**src/rtl/sdly_pkg.sv**
```systemverilog
package sdly_pkg;

  localparam int SETUP_LSB = 20;
  localparam int HOLD_LSB  = 16;
  localparam int POL_BIT   = 25;
  localparam int ORDER_BIT = 24;
  localparam int GAP_LSB   = 2;
  localparam int CODE_W    = 3;
  localparam int HALF_W    = 3;
  localparam int GAP_W     = 2;

  typedef struct packed {
    logic [HALF_W-1:0] setup_half;
    logic [HALF_W-1:0] hold_half;
    logic              pol_low;
    logic              lsb_first;
    logic [GAP_W-1:0]  gap;
  } mode_t;

  // returns {legal, half-bit count}
  function automatic logic [HALF_W:0] code_to_half(input logic [CODE_W-1:0] c,
                                                    input logic hold_side);
    logic [HALF_W:0] r;
    case (c)
      3'b000:  r = {1'b1, 3'd0};
      3'b001:  r = {1'b1, 3'd2};
      3'b010:  r = {1'b1, 3'd4};
      3'b011:  r = hold_side ? {1'b1, 3'd6} : {1'b0, 3'd0};
      3'b101:  r = {1'b1, 3'd1};
      3'b110:  r = {1'b1, 3'd3};
      default: r = {1'b0, 3'd0};
    endcase
    return r;
  endfunction

endpackage

```
**src/rtl/sdly_cfg.sv**
```systemverilog
module sdly_cfg
  import sdly_pkg::*;
(
  input  logic        clk,
  input  logic        rst,
  input  logic        we,
  input  logic [31:0] wdata,
  output mode_t       mode
);

  logic [HALF_W:0] su_dec;
  logic [HALF_W:0] ho_dec;
  logic            pair_ok;
  mode_t           mode_n;

  always_comb begin
    su_dec  = code_to_half(wdata[SETUP_LSB +: CODE_W], 1'b0);
    ho_dec  = code_to_half(wdata[HOLD_LSB +: CODE_W], 1'b1);
    pair_ok = su_dec[HALF_W] && ho_dec[HALF_W] &&
              !(su_dec[0] ^ ho_dec[0]);
    mode_n.setup_half = pair_ok ? su_dec[HALF_W-1:0] : '0;
    mode_n.hold_half  = pair_ok ? ho_dec[HALF_W-1:0] : '0;
    mode_n.pol_low    = wdata[POL_BIT];
    mode_n.lsb_first  = wdata[ORDER_BIT];
    mode_n.gap        = wdata[GAP_LSB +: GAP_W];
  end

  always_ff @(posedge clk) begin
    if (rst) mode <= '0;
    else if (we) mode <= mode_n;
  end

endmodule

```
**src/rtl/sdly_seq.sv**
```systemverilog
module sdly_seq
  import sdly_pkg::*;
#(
  parameter int DATA_W = 8,
  parameter int CNT_W  = 6
) (
  input  logic clk,
  input  logic rst,
  input  logic start,
  input  mode_t mode,
  output logic load,
  output logic run,
  output logic win,
  output logic half_odd,
  output logic frm_pol,
  output logic [HALF_W-1:0] frm_setup,
  output logic fsync,
  output logic sclk,
  output logic done
);

  logic [CNT_W-1:0]  cnt;
  logic [HALF_W-1:0] frm_hold;
  logic [GAP_W-1:0]  frm_gap;
  logic [CNT_W-1:0]  data_lo, data_hi, sync_end, t_end, kk;
  logic              sync_act;

  assign load = start && !run;

  always_comb begin
    data_lo  = CNT_W'(frm_setup);
    data_hi  = data_lo + CNT_W'(2 * DATA_W);
    sync_end = data_hi + CNT_W'(frm_hold);
    t_end    = sync_end + CNT_W'({frm_gap, 1'b0});
    kk       = cnt - data_lo;
    sync_act = run && (cnt < sync_end);
    win      = run && (cnt >= data_lo) && (cnt < data_hi);
    half_odd = kk[0];
  end

  always_ff @(posedge clk) begin
    if (rst) begin
      run       <= 1'b0;
      cnt       <= '0;
      frm_setup <= '0;
      frm_hold  <= '0;
      frm_gap   <= '0;
      frm_pol   <= 1'b0;
    end else if (load) begin
      run       <= 1'b1;
      cnt       <= '0;
      frm_setup <= mode.setup_half;
      frm_hold  <= mode.hold_half;
      frm_gap   <= mode.gap;
      frm_pol   <= mode.pol_low;
    end else if (run) begin
      if (cnt == t_end) run <= 1'b0;
      else cnt <= cnt + 1'b1;
    end
  end

  always_ff @(posedge clk) begin
    if (rst) begin
      fsync <= 1'b0;
      sclk  <= 1'b0;
      done  <= 1'b0;
    end else begin
      fsync <= sync_act ^ frm_pol;
      sclk  <= win && half_odd;
      done  <= run && (cnt == t_end);
    end
  end

endmodule

```
**src/rtl/sdly_shift.sv**
```systemverilog
module sdly_shift #(
  parameter int DATA_W = 8
) (
  input  logic              clk,
  input  logic              rst,
  input  logic              load,
  input  logic              lsb_first,
  input  logic [DATA_W-1:0] word,
  input  logic              win,
  input  logic              half_odd,
  output logic              sdo
);

  logic [DATA_W-1:0] sh;
  logic              lsb_q;
  logic              cur_bit;

  assign cur_bit = lsb_q ? sh[0] : sh[DATA_W-1];

  always_ff @(posedge clk) begin
    if (rst) begin
      sh    <= '0;
      lsb_q <= 1'b0;
    end else if (load) begin
      sh    <= word;
      lsb_q <= lsb_first;
    end else if (win && half_odd) begin
      if (lsb_q) sh <= {1'b0, sh[DATA_W-1:1]};
      else       sh <= {sh[DATA_W-2:0], 1'b0};
    end
  end

  always_ff @(posedge clk) begin
    if (rst) sdo <= 1'b0;
    else     sdo <= win ? cur_bit : 1'b0;
  end

endmodule

```
**src/rtl/sdly_tx.sv**
```systemverilog
module sdly_tx
  import sdly_pkg::*;
#(
  parameter int DATA_W = 8
) (
  input  logic              clk,
  input  logic              rst,
  input  logic              cfg_we,
  input  logic [31:0]       cfg_wdata,
  input  logic              start,
  input  logic [DATA_W-1:0] tx_word,
  output logic              sclk,
  output logic              fsync,
  output logic              sdo,
  output logic              done
);

  localparam int T_MAX = 4 + 2 * DATA_W + 6 + 6;
  localparam int CNT_W = $clog2(T_MAX + 1) + 1;

  mode_t             mode;
  logic              load, run, win, half_odd, frm_pol;
  logic [HALF_W-1:0] frm_setup;
  logic [HALF_W-1:0] cfg_setup_half, cfg_hold_half;

  assign cfg_setup_half = mode.setup_half;
  assign cfg_hold_half  = mode.hold_half;

  sdly_cfg u_cfg (
    .clk(clk), .rst(rst), .we(cfg_we), .wdata(cfg_wdata), .mode(mode)
  );

  sdly_seq #(.DATA_W(DATA_W), .CNT_W(CNT_W)) u_seq (
    .clk(clk), .rst(rst), .start(start), .mode(mode),
    .load(load), .run(run), .win(win), .half_odd(half_odd),
    .frm_pol(frm_pol), .frm_setup(frm_setup),
    .fsync(fsync), .sclk(sclk), .done(done)
  );

  sdly_shift #(.DATA_W(DATA_W)) u_shift (
    .clk(clk), .rst(rst), .load(load), .lsb_first(mode.lsb_first),
    .word(tx_word), .win(win), .half_odd(half_odd), .sdo(sdo)
  );

endmodule

```
**config.mk**
```make
export PLATFORM = sky130hd
export DESIGN_NAME = sdly_tx
export DESIGN_NICKNAME = d
export VERILOG_FILES = /design/src/rtl/sdly_pkg.sv /design/src/rtl/sdly_cfg.sv /design/src/rtl/sdly_seq.sv /design/src/rtl/sdly_shift.sv /design/src/rtl/sdly_tx.sv
export SDC_FILE = /design/constraint.sdc
export NUM_CORES = 1
export LEC_CHECK = 0
export BUFFER_PORTS_ARGS = -buffer_cell sky130_fd_sc_hd__buf_2
export CAP_MARGIN = 5
export CORE_ASPECT_RATIO = 0.7
export CORE_MARGIN = 1.5
export CORE_UTILIZATION = 45
export DETAILED_ROUTE_END_ITERATION = 8
export GPL_TIMING_DRIVEN = 1
export PLACE_DENSITY = 0.79
export SYNTH_ARGS = -nofsm -noshare
export SYNTH_HDL_FRONTEND = slang
export SYNTH_SLANG_ARGS = --single-unit
```
**constraint.sdc**
```tcl
create_clock -name clk -period 3.9 [get_ports clk]
set_input_delay 1.17 -clock clk [delete_from_list [all_inputs] [get_ports clk]]
set_output_delay 1.17 -clock clk [all_outputs]
set_load 0.01 [all_outputs]
```
**Yosys cells after proc, flatten, opt, wreduce, memory -nomap -nowiden**

Index checks and enable logic that the tools add are counted.

- Flip-flop bits (word level): 40
- Input bits: 44
- Output and inout port bits: 4
- Logic and storage cells: 66

- Muxes and demuxes: 11
- Eq/ne operators: 10
- $lt $le $gt $ge: 3
- Reductions and logical operators: 16
- Add/sub/neg operators: 5
- Bitwise logic cells: 4

Operators by type and width:

| operator | count |
|---|---|
| 2-to-1 mux 8 bit | 3 |
| one-hot mux 4 bit (6 select lines) | 1 |
| one-hot mux 4 bit (5 select lines) | 1 |
| adder 7 x 3 -> 7 bit | 2 |
| == test 3 bit (second input constant) | 4 |
| == test 3 x 2 -> 1 bit (second input constant) | 3 |
| logical AND 1 bit | 8 |
| adder 7 x 1 -> 7 bit (second input constant) | 1 |
| == test 7 bit | 1 |
| >= comparator 7 x 3 -> 1 bit | 1 |
| less-than comparator 7 x 6 -> 1 bit | 1 |
| less-than comparator 7 bit | 1 |
| adder 3 x 5 -> 6 bit (second input constant) | 1 |
| == test 3 x 1 -> 1 bit (second input constant) | 2 |
| zero test 3 bit | 2 |
| 2-to-1 mux 3 bit | 2 |
| 2-to-1 mux 1 bit | 4 |
| OR reduction 2 bit | 2 |
| zero test 1 bit | 2 |
| inverter 1 bit | 2 |
| AND reduction 2 bit | 1 |
| nonzero test 2 bit | 1 |
| XOR 1 bit | 2 |
| subtractor 1 bit | 1 |

**Longest topological paths before layout**

Gate-level depths: netlist (run 1).

- Word-level depth: 7
- Gate-level depth with buffers: 10
- Mapped depth without buffers: 10

**By module**

Synthesis (run 1) repeated with hierarchy kept, for this count alone.

- Cells, all modules: 262
- Area, all modules: 2272.2 um^2

Modules (own cells, without submodules):

| module | instances | area each (um^2) | sequential area each (um^2) | cells an instance |
|---|---|---|---|---|
| sdly_seq | 1 | 1275.0 | 400.4 | 155 |
| sdly_shift | 1 | 549.3 | 200.2 | 61 |
| sdly_cfg | 1 | 447.9 | 200.2 | 46 |

**Worst setup path after synthesis (run 1)**

Ideal clock, no wire load.

- Kind: register to register
- Start point: register u_seq.frm_setup[0]
- End point: register u_seq.cnt[2]
- Path slack: 1.078 ns
- Arrival time: 2.747 ns
- Data required time: 3.826 ns
- Cell stages (with the launch flop): 11
- Period minus slack after synthesis: 2.822 ns
- Buffers on the path: 0
- Library setup time: 0.074 ns
- Path through: dfxtp_1 > ha_1 > fa_1 > ha_1 > fa_1 > ha_1 > xor2_1 > nor3_1 > o211a_1 > or4_1 > o21ai_0

- Word-level cells in the longest chain between the ends: 6

Ends and longest elaborated chain:

| item | line | RTL |
|---|---|---|
| from (decl) | sdly_seq.sv:16 | `output logic [HALF_W-1:0] frm_setup,` |
| from (signal assigned) | sdly_seq.sv:52 | `frm_setup <= mode.setup_half;` |
| adder 3 x 5 -> 6 bit | sdly_seq.sv:32 | `data_hi = data_lo + CNT_W'(2 * DATA_W);` |
| adder 7 x 3 -> 7 bit | sdly_seq.sv:33 | `sync_end = data_hi + CNT_W'(frm_hold);` |
| adder 7 x 3 -> 7 bit | sdly_seq.sv:34 | `t_end = sync_end + CNT_W'({frm_gap, 1'b0});` |
| == test 7 bit | sdly_seq.sv:57 | `if (cnt == t_end) run <= 1'b0;` |
| inverter 1 bit (no line) | -- |  |
| AND reduction 2 bit (no line) | -- |  |
| to (signal assigned) | sdly_seq.sv:58 | `else cnt <= cnt + 1'b1;` |
| to (decl) | sdly_seq.sv:22 | `logic [CNT_W-1:0] cnt;` |

Every way passes these cells.
A chain may end at the register's enable or synchronous reset.

**Worst setup path after layout (run 1)**

- Start point: register u_seq.frm_setup[0]
- End point: register u_seq.cnt[6]

Same word-level chain as after synthesis.

==> results.py, run 1 <==
metrics = {
    "global_route": {
        "grt_max_degree": 31,
        "grt_pass1_vias": 1818,
        "grt_remaining_overflow": 0,
        "grt_pass1_wl_mm": 8.20,
        "antenna_found_initial": 0,
        "grt_usage_pct": 18.5,
    },
    "sta": {
        "worst_pin_slew_ns": 0.592,
        "max_freq_ghz": 0.318,
        "relSlewSlack_pct": 60.5,
        "rsz0062_at_grt": "no",
        "skew_ns": 0.00481,
        "final-hold-violation-count": 0,
        "fin_hold_ws_ns": 0.457,
        "min_period_ns": 3.14,
        "setup_viol": 0,
        "fin_tns_setup_ns": 0,
        "min_period_over_period_pct": 80.6,
        "finalMaxSlewViolations": 0,
    },
    "floorplan": {
        "fp.dieW_um": 88,
        "row_count": 21,
        "core-area_um2": 4830,
        "ios": 48,
        "fp.dieH_um": 62.5,
        "initial_core_util_pct": 47.1,
        "die_area_um2": 5500,
    },
    "finish": {
        "fin_util_pct": 52.9,
        "multiInputGateArea_um2": 1360,
        "mostFrequentLayoutCell": "nand2_1",
        "nFillCells": 477,
        "diodes": 0,
        "nets": 351,
        "drive_gt1_share_pct": 13.5,
        "final_cell_mix": "48 x nand2_1, 40 x dfxtp_1, 25 x buf_2",
        "seqCellArea_um2": 801,
        "area_delta_synth_final_pct": 12.4,
    },
    "yosys": {
        "synth-main-ff-cell": "dfxtp_1",
        "synth_top_family_by_area": "simple AND/OR/NAND/NOR gates",
        "synthArstFlopShare_pct": 0,
        "synth.distinct_cells": 48,
        "synth-edff-count": 0,
        "yosys_register_bits": 40,
        "yosys.area_share.simple_pct": 19.8,
        "synth_fp_nets": 331,
        "synth-xor-area-share_pct": 2.31,
        "syn_area_um2": 2280,
        "avgSynthCellArea_um2": 8.49,
        "ys_warn_count": 0,
        "synth-compound-area-share_pct": 17.5,
        "synthAdderAreaFrac_pct": 11.1,
        "synth_mux_area_share_pct": 8.85,
        "synth_seq_area_share_pct": 35.2,
        "synth_cells": 268,
    },
    "clocking": {
        "clkSinkCount": 40,
        "holdBufCountCts": 0,
        "clkTransAtPathRegs_ns": 0.08,
        "clockBufferDepth": 2,
        "post_cts_buffers": 0,
        "root_buffer": "clkbuf_8",
        "cts_resized": 0,
        "clk-insertion-delay-late_ns": 0.29,
        "cts_tree": "yes",
        "h-tree-depth": 2,
        "cts_buffers": 5,
    },
    "power": {
        "p_int_uw": 697,
        "power.share.sequential_pct": 47.9,
        "p_switching_uw": 219,
        "clkPwrFrac_pct": 40.2,
        "powerDensity_nw_per_um2": 358,
        "swShare_pct": 23.9,
        "combPwrFrac_pct": 11.8,
        "power_leakage_nw": 1.11,
        "max-vdd-ir-drop_mv": 0.199,
        "p_total_uw": 916,
    },
    "critical_path": {
        "cp-start-kind": "flip-flop",
        "required_ns": 4.07,
        "crit_arrival_ns": 3.31,
        "crit_fanout": 9,
        "critPathKind": "flip-flop to flip-flop",
        "end_kind": "flip-flop",
    },
    "place": {
        "globalplace.congestion": 0.850,
        "hpwl_mm": 3.44,
        "io_buffers": 25,
    },
    "job": {
        "maxCapViolCount": 0,
    },
    "routing": {
        "ant_nets": 0,
        "wl_per_cell_um": 13.1,
        "viasPerCell": 5.39,
        "dr.first_iter.drc_count": 151,
        "firstDrtPassIters": 4,
        "wl_mm": 4.68,
        "dr_total_vias": 1931,
        "drc": 0,
    },
    "hold_path": {
        "hold_path_class": "flip-flop to flip-flop",
    },
    "outcome": {
        "outcome": "completed",
    },
}
==> sequential cells by signal (all words and copies together), names as in the netlist <==
signal           cells
u_cfg.mode          10
u_seq.cnt            7
u_seq.done           1
u_seq.frm_gap        2
u_seq.frm_hold       3
u_seq.frm_pol        1
u_seq.frm_setup      3
u_seq.fsync          1
u_seq.run            1
u_seq.sclk           1
u_shift.lsb_q        1
u_shift.sdo          1
u_shift.sh           8
==> cells by family (layout without fill, tap and decap cells) <==
group / count (synthesis) / in the layout
AOI/OAI and AO/OA: 60 / 60
muxes: 20 / 20
DFF: 40 / 40
adders and majority gates: 19 / 19
and+or+nand+nor: 95 / 95
buffers and inverters: 28 / 49
xor gates and xnor gates: 6 / 6
==> cell usage after synthesis (4+ instances only) <==
library cell | n | share of area (%)
o21ai_0 | 9 | 2.0
o211ai_1 | 9 | 3.0
clkbuf_1 | 9 | 1.5
nand2_1 | 48 | 7.9
a21oi_1 | 19 | 4.2
ha_1 | 17 | 9.3
xor2_1 | 6 | 2.3
mux2i_1 | 19 | 8.4
nor2b_1 | 4 | 1.1
dfxtp_1 | 40 | 35
inv_1 | 15 | 2.5
nor2_1 | 14 | 2.3
nand3_1 | 5 | 1.1
==> per-stage QoR <==
stage,area [um^2],std cells,setup WS (ns)
2_1_floorplan,2280,268,1.08
3_3_place_gp,2430,350,0.897
3_5_place_dp,2430,350,0.815
4_1_cts,2560,358,0.783
5_1_grt,2560,358,0.545
6_report,2560,358,0.757
==> power by group through the flow <==
stage | registers, mW | clock network (mW) | logic (mW)
2_1_floorplan | 0.442 | 0 | 0.0831
3_3_place_gp | 0.448 | 0 | 0.104
3_5_place_dp | 0.448 | 0 | 0.108
4_1_cts | 0.438 | 0.377 | 0.108
5_1_grt | 0.441 | 0.394 | 0.124
6_report | 0.439 | 0.369 | 0.108
==> per-layer routing <==
| metal | routed length (um) | vias to the layer above | GRT usage [%] |
|---|---|---|---|
| li1 | - | 993 | - |
| met1 | 2360 | 878 | 26.4 |
| met2 | 1990 | 51 | 27.3 |
| met3 | 267 | 9 | 4.36 |
| met4 | 70 | 0 | 5.75 |
| met5 | 0 | - | 0 |
==> worst max-delay path, stage by stage, from the launching register on <==
cell	delay, ns
dfxtp_1	0.33
ha_1	0.24
fa_1	0.49
ha_1	0.23
fa_1	0.37
ha_1	0.30
xor2_1	0.14
nor3_1	0.26
o211a_1	0.33
o311ai_0	0.19
o41ai_1	0.13
==> layout make-up <==
cell class	instances	share of cell area, %
tap	69	3.37
sequential	40	31.3
inverter	15	2.20
multi-input combinational	200	53.0
clock inverter	1	1.17
clock buffer	7	3.77
timing repair buffer	26	5.18
==> path summary, 6_finish.rpt <==
check / startpoint / endpoint / slack [ns] / depth (start not counted)
min: u_cfg.mode[7] / u_seq.frm_setup[0] / 0.46 / 2
max reg2reg: u_seq.frm_setup[0] / u_seq.cnt[6] / 0.76 / 10
max: u_seq.frm_setup[0] / u_seq.cnt[6] / 0.76 / 10
min reg2reg: u_cfg.mode[7] / u_seq.frm_setup[0] / 0.46 / 2
(Power assumes the default switching activity.)
==> inputs of run 2 (changes only) <==
--- a/config.mk
+++ b/config.mk
@@ -5,6 +5,7 @@
 export SDC_FILE = /design/constraint.sdc
 export NUM_CORES = 1
 export LEC_CHECK = 0
+export ABC_AREA = 1
 export BUFFER_PORTS_ARGS = -buffer_cell sky130_fd_sc_hd__buf_2
 export CAP_MARGIN = 5
 export CORE_ASPECT_RATIO = 0.7
==> constraint.sdc (replaced) <==
create_clock -name clk -period 2.93 [get_ports clk]
set_input_delay 0.879 -clock clk [delete_from_list [all_inputs] [get_ports clk]]
set_output_delay 0.879 -clock clk [all_outputs]
set_load 0.01 [all_outputs]
==> run 2 against run 1 <==
  * Global-route usage is 0.41 points higher
  * Synthesized cell count increased by 24%
  * Fmax rose by 14%
  * Critical path type unchanged
  * Largest cell class unchanged
  * Largest power group unchanged
==> results.py, run 2 <==
metrics = {
    "sta": {
        "worst_pin_slew_ns": 0.620,
        "finalMaxSlewViolations": 0,
        "rsz0062_at_grt": "no",
        "final-hold-violation-count": 0,
        "worst_slack_ns": 0.166,
        "max_freq_ghz": 0.362,
        "min_period_over_period_pct": 94.3,
        "min_period_ns": 2.76,
        "fin_tns_setup_ns": 0,
        "relSlewSlack_pct": 58.6,
        "skew_ns": 0.00777,
        "setup_viol": 0,
    },
    "global_route": {
        "met2_usage_pct": 27.8,
        "grt_use_met3_pct": 4.72,
        "grt_pass1_vias": 1883,
        "top_usage_layer": "met2",
        "grt_remaining_overflow": 0,
        "antenna_found_initial": 0,
        "grt_max_degree": 32,
        "grt_use_met1_pct": 25.9,
        "grt_pass1_wl_mm": 8.17,
        "grt_usage_pct": 18.9,
    },
    "yosys": {
        "synth_most_common_cell": "nand2_1",
        "syn_area_um2": 2320,
        "synthTopCellsByCount": "77 x nand2_1, 49 x nor2_1, 40 x dfxtp_1",
        "synth_seq_area_share_pct": 34.5,
        "synth_cells": 332,
        "yosys-top-cells-area": "dfxtp_1 34%, nand2_1 12%, ha_1 9.2%",
        "yosys_register_bits": 40,
        "synth.distinct_cells": 29,
        "synth_fp_nets": 395,
        "synth_top_area_share_pct": 34.5,
        "synth-main-ff-cell": "dfxtp_1",
        "ys_warn_count": 0,
        "synthArstFlopShare_pct": 0,
        "avgSynthCellArea_um2": 7.00,
        "synth-edff-count": 0,
        "yosysTopAreaCell": "dfxtp_1",
    },
    "routing": {
        "dr.first_iter.drc_count": 103,
        "dr_total_vias": 2070,
        "firstDrtPassIters": 4,
        "wl_mm": 4.76,
        "wl_per_cell_um": 11.3,
        "viasPerCell": 4.89,
        "ant_nets": 0,
        "drc": 0,
    },
    "critical_path": {
        "worstReg2RegEnd": "u_seq.cnt[0]",
        "crit_arrival_ns": 2.99,
        "r2r_slack_ns": 0.17,
        "reg2reg_depth": 15,
        "slowest_delay_ns": 0.44,
        "required_ns": 3.16,
        "end_kind": "flip-flop",
        "crit_end": "u_seq.cnt[0]",
        "slowest_stage": "fa_2",
        "critPathKind": "flip-flop to flip-flop",
        "crit_fanout": 8,
        "r2r_start": "u_seq.frm_setup[0]",
        "cp-start-kind": "flip-flop",
        "crit_top_cell": "nand2_1",
        "crit_chain": "ha_2, fa_2, ha_1, fa_1, ha_1, inv_1, nand2_1, nand2_1, nor2_1, nand2_1, inv_2, nand2_4, nand2_4, nand2_1, a21oi_2",
        "crit_start": "u_seq.frm_setup[0]",
    },
    "finish": {
        "drive_gt1_share_pct": 15.3,
        "mostFrequentLayoutCell": "nand2_1",
        "top_regs": "u_cfg.mode x10, u_shift.sh x8, u_seq.cnt x7",
        "largest-register": "u_cfg.mode",
        "nFillCells": 502,
        "largest_reg_flops": 10,
        "diodes": 0,
        "area_delta_synth_final_pct": 12.0,
        "final_cell_mix": "77 x nand2_1, 49 x nor2_1, 39 x dfxtp_1",
        "nets": 416,
    },
    "clocking": {
        "clk-insertion-delay-late_ns": 0.30,
        "post_cts_buffers": 0,
        "cts_tree": "yes",
        "h-tree-depth": 2,
        "clockBufferDepth": 2,
        "root_buffer": "clkbuf_8",
        "holdBufCountCts": 0,
        "clkSinkCount": 40,
        "cts_buffers": 5,
        "clkTransAtPathRegs_ns": 0.08,
    },
    "power": {
        "powerDensity_nw_per_um2": 498,
        "power.share.sequential_pct": 46.5,
        "max-vdd-ir-drop_mv": 0.182,
        "clkPwrFrac_pct": 34.2,
        "p_int_uw": 926,
        "swShare_pct": 28.6,
        "power_leakage_nw": 1.24,
        "combPwrFrac_pct": 19.3,
        "p_switching_uw": 371,
    },
    "place": {
        "hpwl_mm": 3.55,
        "dp_slack_ns": 0.108,
        "globalplace.congestion": 0.907,
        "io_buffers": 25,
    },
    "hold_path": {
        "min_from": "u_seq.frm_pol",
        "hold_path_class": "flip-flop to flip-flop",
    },
    "floorplan": {
        "ios": 48,
        "die_area_um2": 5610,
        "fp.dieW_um": 88.9,
        "core-area_um2": 4860,
        "row_count": 21,
        "fp.dieH_um": 63.1,
        "initial_core_util_pct": 47.8,
    },
    "outcome": {
        "outcome": "completed",
    },
    "job": {
        "maxCapViolCount": 0,
    },
}
## run 2: cell count changes after synthesis, moves of 4 or more
cell / change
nor2_1: +35
nand2_1: +29
nand3_1: +19
inv_1: +18
mux2i_1: -18
o21ai_0: +17
o211ai_1: -8
inv_2: +5
clkbuf_1: -4
nor2b_1: -4
## run 2: cells by family (layout without fill, tap and decap cells)
group                    count (synthesis)  count (layout)  share of synthesized area (%)
AO/OA/AOI/OAI                           51              51                           11.6
XOR/XNOR                                 6               6                           2.26
adder cells (fa/ha/maj)                 19              19                           10.9
buffers and inverters                   49              71                           8.89
flip-flops                              40              40                           34.5
multiplexers                             1               1                          0.431
AND/OR/NAND/NOR                        166             166                           31.4
## run 2: layer usage
metal	vias up	share of wire [%]
met2	37	43
met1	925	52
met4	0	1.2
met3	4	3.8
met5	-	0
li1	1104	-
## run 2: what timing repair did
action,CTS,global route
resized for setup,0,7
endpoints found under the setup margin,0,8
hold endpoints to repair,0,0
## run 2: worst min-delay path by stage
stage	slack (ns)	depth (start not counted)	endpoint
after global routing	0.50	2	u_cfg.mode[5]
after floorplan	0.44	2	u_shift.lsb_q
after global placement	0.45	2	u_cfg.mode[5]
after CTS	0.47	2	u_seq.fsync
final	0.47	2	u_seq.fsync
after detailed placement	0.45	2	u_seq.fsync
## run 2: final cells by class
type / count / area [um^2] / area share, %
clock buffer: 6 / 72.6 / 2.79
tap: 69 / 86.3 / 3.32
sequential: 40 / 805 / 30.9
multi-input combinational: 243 / 1340 / 51.3
inverter: 38 / 143 / 5.48
clock inverter: 2 / 35.0 / 1.35
timing repair buffer: 25 / 125 / 4.81
## run 2: critical path: cells and delay by family (launching register included)
| family | cells | cell delay (ns) |
|---|---|---|
| flops | 1 | 0.37 |
| buf+inv | 2 | 0.13 |
| simple gates | 7 | 0.54 |
| compound gates | 1 | 0.11 |
| fa+ha+maj | 5 | 1.56 |
## run 2: power by group through the flow
stage                     Sequential [mW]  Combinational, mW  Clock, mW
final                               0.603              0.250      0.443
after global routing                0.608              0.290      0.478
after CTS                           0.603              0.246      0.452
after detailed placement            0.616              0.244          0
after global placement              0.615              0.238          0
after floorplan                     0.607              0.198          0
## run 2: through the flow
step	hold slack, ns	std cells	cell area (um^2)	utilization [%]	power [mW]
2_1_floorplan	0.436	332	2320	-	0.805
4_1_cts	0.467	423	2580	53.1	1.30
5_1_grt	0.500	423	2600	53.5	1.38
3_3_place_gp	0.452	415	2470	50.8	0.852
3_5_place_dp	0.453	415	2470	50.8	0.860
6_report	0.470	423	2600	53.5	1.30
==> inputs of run 3 (changes only) <==
--- a/config.mk
+++ b/config.mk
@@ -13,7 +13,8 @@
 export CORE_UTILIZATION = 45
 export DETAILED_ROUTE_END_ITERATION = 8
 export GPL_TIMING_DRIVEN = 1
-export PLACE_DENSITY = 0.79
+export HOLD_SLACK_MARGIN = 0.15
+export PLACE_DENSITY_LB_ADDON = 0.1
 export SYNTH_ARGS = -nofsm -noshare
 export SYNTH_HDL_FRONTEND = slang
 export SYNTH_SLANG_ARGS = --single-unit
==> constraint.sdc (replaced) <==
create_clock -name clk -period 2.93 [get_ports clk]
set_input_delay 0.879 -clock clk [delete_from_list [all_inputs] [get_ports clk]]
set_output_delay 0.879 -clock clk [all_outputs]
set_load 0.02 [all_outputs]
==> run 3 against run 2 <==
  * Count of clock-buffer cells in the layout up 1
  * Sequential share of layout area fell by 0.50 points
  * Wire length rose by 0.13%
  * Global-route usage rose by 0.25 points
  * Fmax increased by 3.4%
  * Cell count grew 0.24%
  * Clock skew fell by 0.00069 ns
  * Non-clock buffer count is 1 higher
  * Sequential cell count unchanged
  * Worst hold slack got worse by 0.010 ns
  * Core utilization rose by 0.62 points
  * Largest cell class unchanged
  * Highest routed layer unchanged
==> results.py, run 3 (synthesis results as in run 2) <==
metrics = {
    "finish": {
        "largest-register": "u_cfg.mode",
        "largest_reg_flops": 10,
        "drive_gt1_share_pct": 15.5,
        "final_cells": 424,
        "nets": 417,
        "mostFrequentLayoutCell": "nand2_1",
        "nFillCells": 502,
        "final_cell_mix": "77 x nand2_1, 49 x nor2_1, 40 x dfxtp_1",
        "area_delta_synth_final_pct": 13.3,
        "diodes": 0,
        "top_regs": "u_cfg.mode x10, u_shift.sh x8, u_seq.cnt x7",
    },
    "floorplan": {
        "ios": 48,
        "fp.dieH_um": 63.1,
        "die_area_um2": 5610,
        "initial_core_util_pct": 47.8,
        "fp.dieW_um": 88.9,
        "row_count": 21,
        "core-area_um2": 4860,
    },
    "global_route": {
        "grt_max_degree": 32,
        "grt_pass1_vias": 1801,
        "grt_pass1_wl_mm": 8.28,
        "antenna_found_initial": 0,
        "grt_remaining_overflow": 0,
        "grt_usage_pct": 19.1,
    },
    "routing": {
        "drc": 0,
        "firstDrtPassIters": 4,
        "ant_nets": 0,
        "dr.first_iter.drc_count": 110,
        "dr_total_vias": 1998,
        "viasPerCell": 4.71,
        "wl_per_cell_um": 11.2,
        "wl_mm": 4.77,
    },
    "sta": {
        "worst_pin_slew_ns": 0.633,
        "fin_tns_setup_ns": 0,
        "final-hold-violation-count": 0,
        "skew_ns": 0.00709,
        "min_period_ns": 2.67,
        "rsz0062_at_grt": "no",
        "setup_viol": 0,
        "finalMaxSlewViolations": 0,
        "relSlewSlack_pct": 57.8,
        "min_period_over_period_pct": 91.2,
        "max_freq_ghz": 0.374,
    },
    "power": {
        "power_leakage_nw": 1.25,
        "max-vdd-ir-drop_mv": 0.339,
        "powerDensity_nw_per_um2": 512,
    },
    "critical_path": {
        "slowest_delay_ns": 0.45,
        "critPathKind": "flip-flop to flip-flop",
        "crit_chain": "ha_2, fa_2, ha_1, fa_2, ha_4, inv_1, nand2_1, nand2_1, nor2_1, nand2_1, inv_2, nand2_4, nand2_4, nand2_1, a21oi_2",
        "end_kind": "flip-flop",
        "crit_top_cell": "nand2_1",
        "required_ns": 3.17,
        "cp-start-kind": "flip-flop",
        "slowest_stage": "fa_2",
        "crit_arrival_ns": 2.91,
        "crit_fanout": 8,
    },
    "job": {
        "maxCapViolCount": 0,
    },
    "clocking": {
        "clockBufferDepth": 2,
        "clkTransAtPathRegs_ns": 0.08,
        "clkSinkCount": 40,
        "cts_buffers": 5,
        "post_cts_buffers": 0,
        "root_buffer": "clkbuf_8",
        "h-tree-depth": 2,
        "clk-insertion-delay-late_ns": 0.29,
        "holdBufCountCts": 0,
        "cts_tree": "yes",
        "cts_resized": 0,
    },
    "outcome": {
        "outcome": "completed",
    },
    "place": {
        "hpwl_mm": 3.53,
        "globalplace.congestion": 0.800,
        "placedCellCount": 416,
        "io_buffers": 25,
    },
    "hold_path": {
        "hold_path_class": "flip-flop to flip-flop",
    },
}
-- run 3: metal layers --
metal | share of wire, % | GRT usage, % | vias up
met2 | 39 | 26.7 | 24
met1 | 56 | 27.6 | 863
met3 | 3.5 | 5.77 | 6
met5 | 0 | 0 | -
met4 | 1.1 | 6.64 | 0
li1 | - | - | 1105
-- run 3: worst max-delay path: cells and delay by family (launching register included) --
kind | cells | cell delay (ns)
simple gates | 7 | 0.53
fa+ha+maj | 5 | 1.51
compound gates | 1 | 0.11
flops | 1 | 0.34
buf+inv | 2 | 0.11
-- run 3: cell type report --
class / count / area (um^2) / area share, %
Clock inverter: 1 / 30.0 / 1.14
Clock buffer: 7 / 96.3 / 3.66
Multi-Input combinational cell: 243 / 1340 / 51.0
Timing Repair Buffer: 26 / 133 / 5.04
Tap cell: 69 / 86.3 / 3.28
Inverter: 38 / 143 / 5.42
Sequential cell: 40 / 801 / 30.4
-- run 3: final timing paths --
kind	slack, ns	end	cells past startpoint	startpoint
worst max-delay path	0.26	u_seq.cnt[5]	15	u_seq.frm_setup[0]
worst min-delay path	0.46	u_shift.lsb_q	2	u_cfg.mode[2]
worst max register to register	0.26	u_seq.cnt[5]	15	u_seq.frm_setup[0]
worst min register to register	0.46	u_shift.lsb_q	2	u_cfg.mode[2]
-- run 3: through the flow --
step                instance area, um^2  setup slack, ns  hold WS [ns]  utilization (%)  total power, mW
floorplan                          2320            0.360         0.436                -            0.806
finish                             2630            0.256         0.460             54.2             1.35
CTS                                2610            0.102         0.463             53.6             1.36
global route                       2630           0.0825         0.494             54.2             1.43
detailed placement                 2480            0.117         0.454             51.0            0.862
global placement                   2480            0.151         0.451             51.0            0.859
-- run 3: where the power goes --
group / internal [mW] / leakage, nW / switching (mW) / total (mW)
registers: 0.576 / 0.328 / 0.0262 / 0.603
logic: 0.0985 / 0.855 / 0.153 / 0.251
clock network: 0.301 / 0.0645 / 0.193 / 0.494
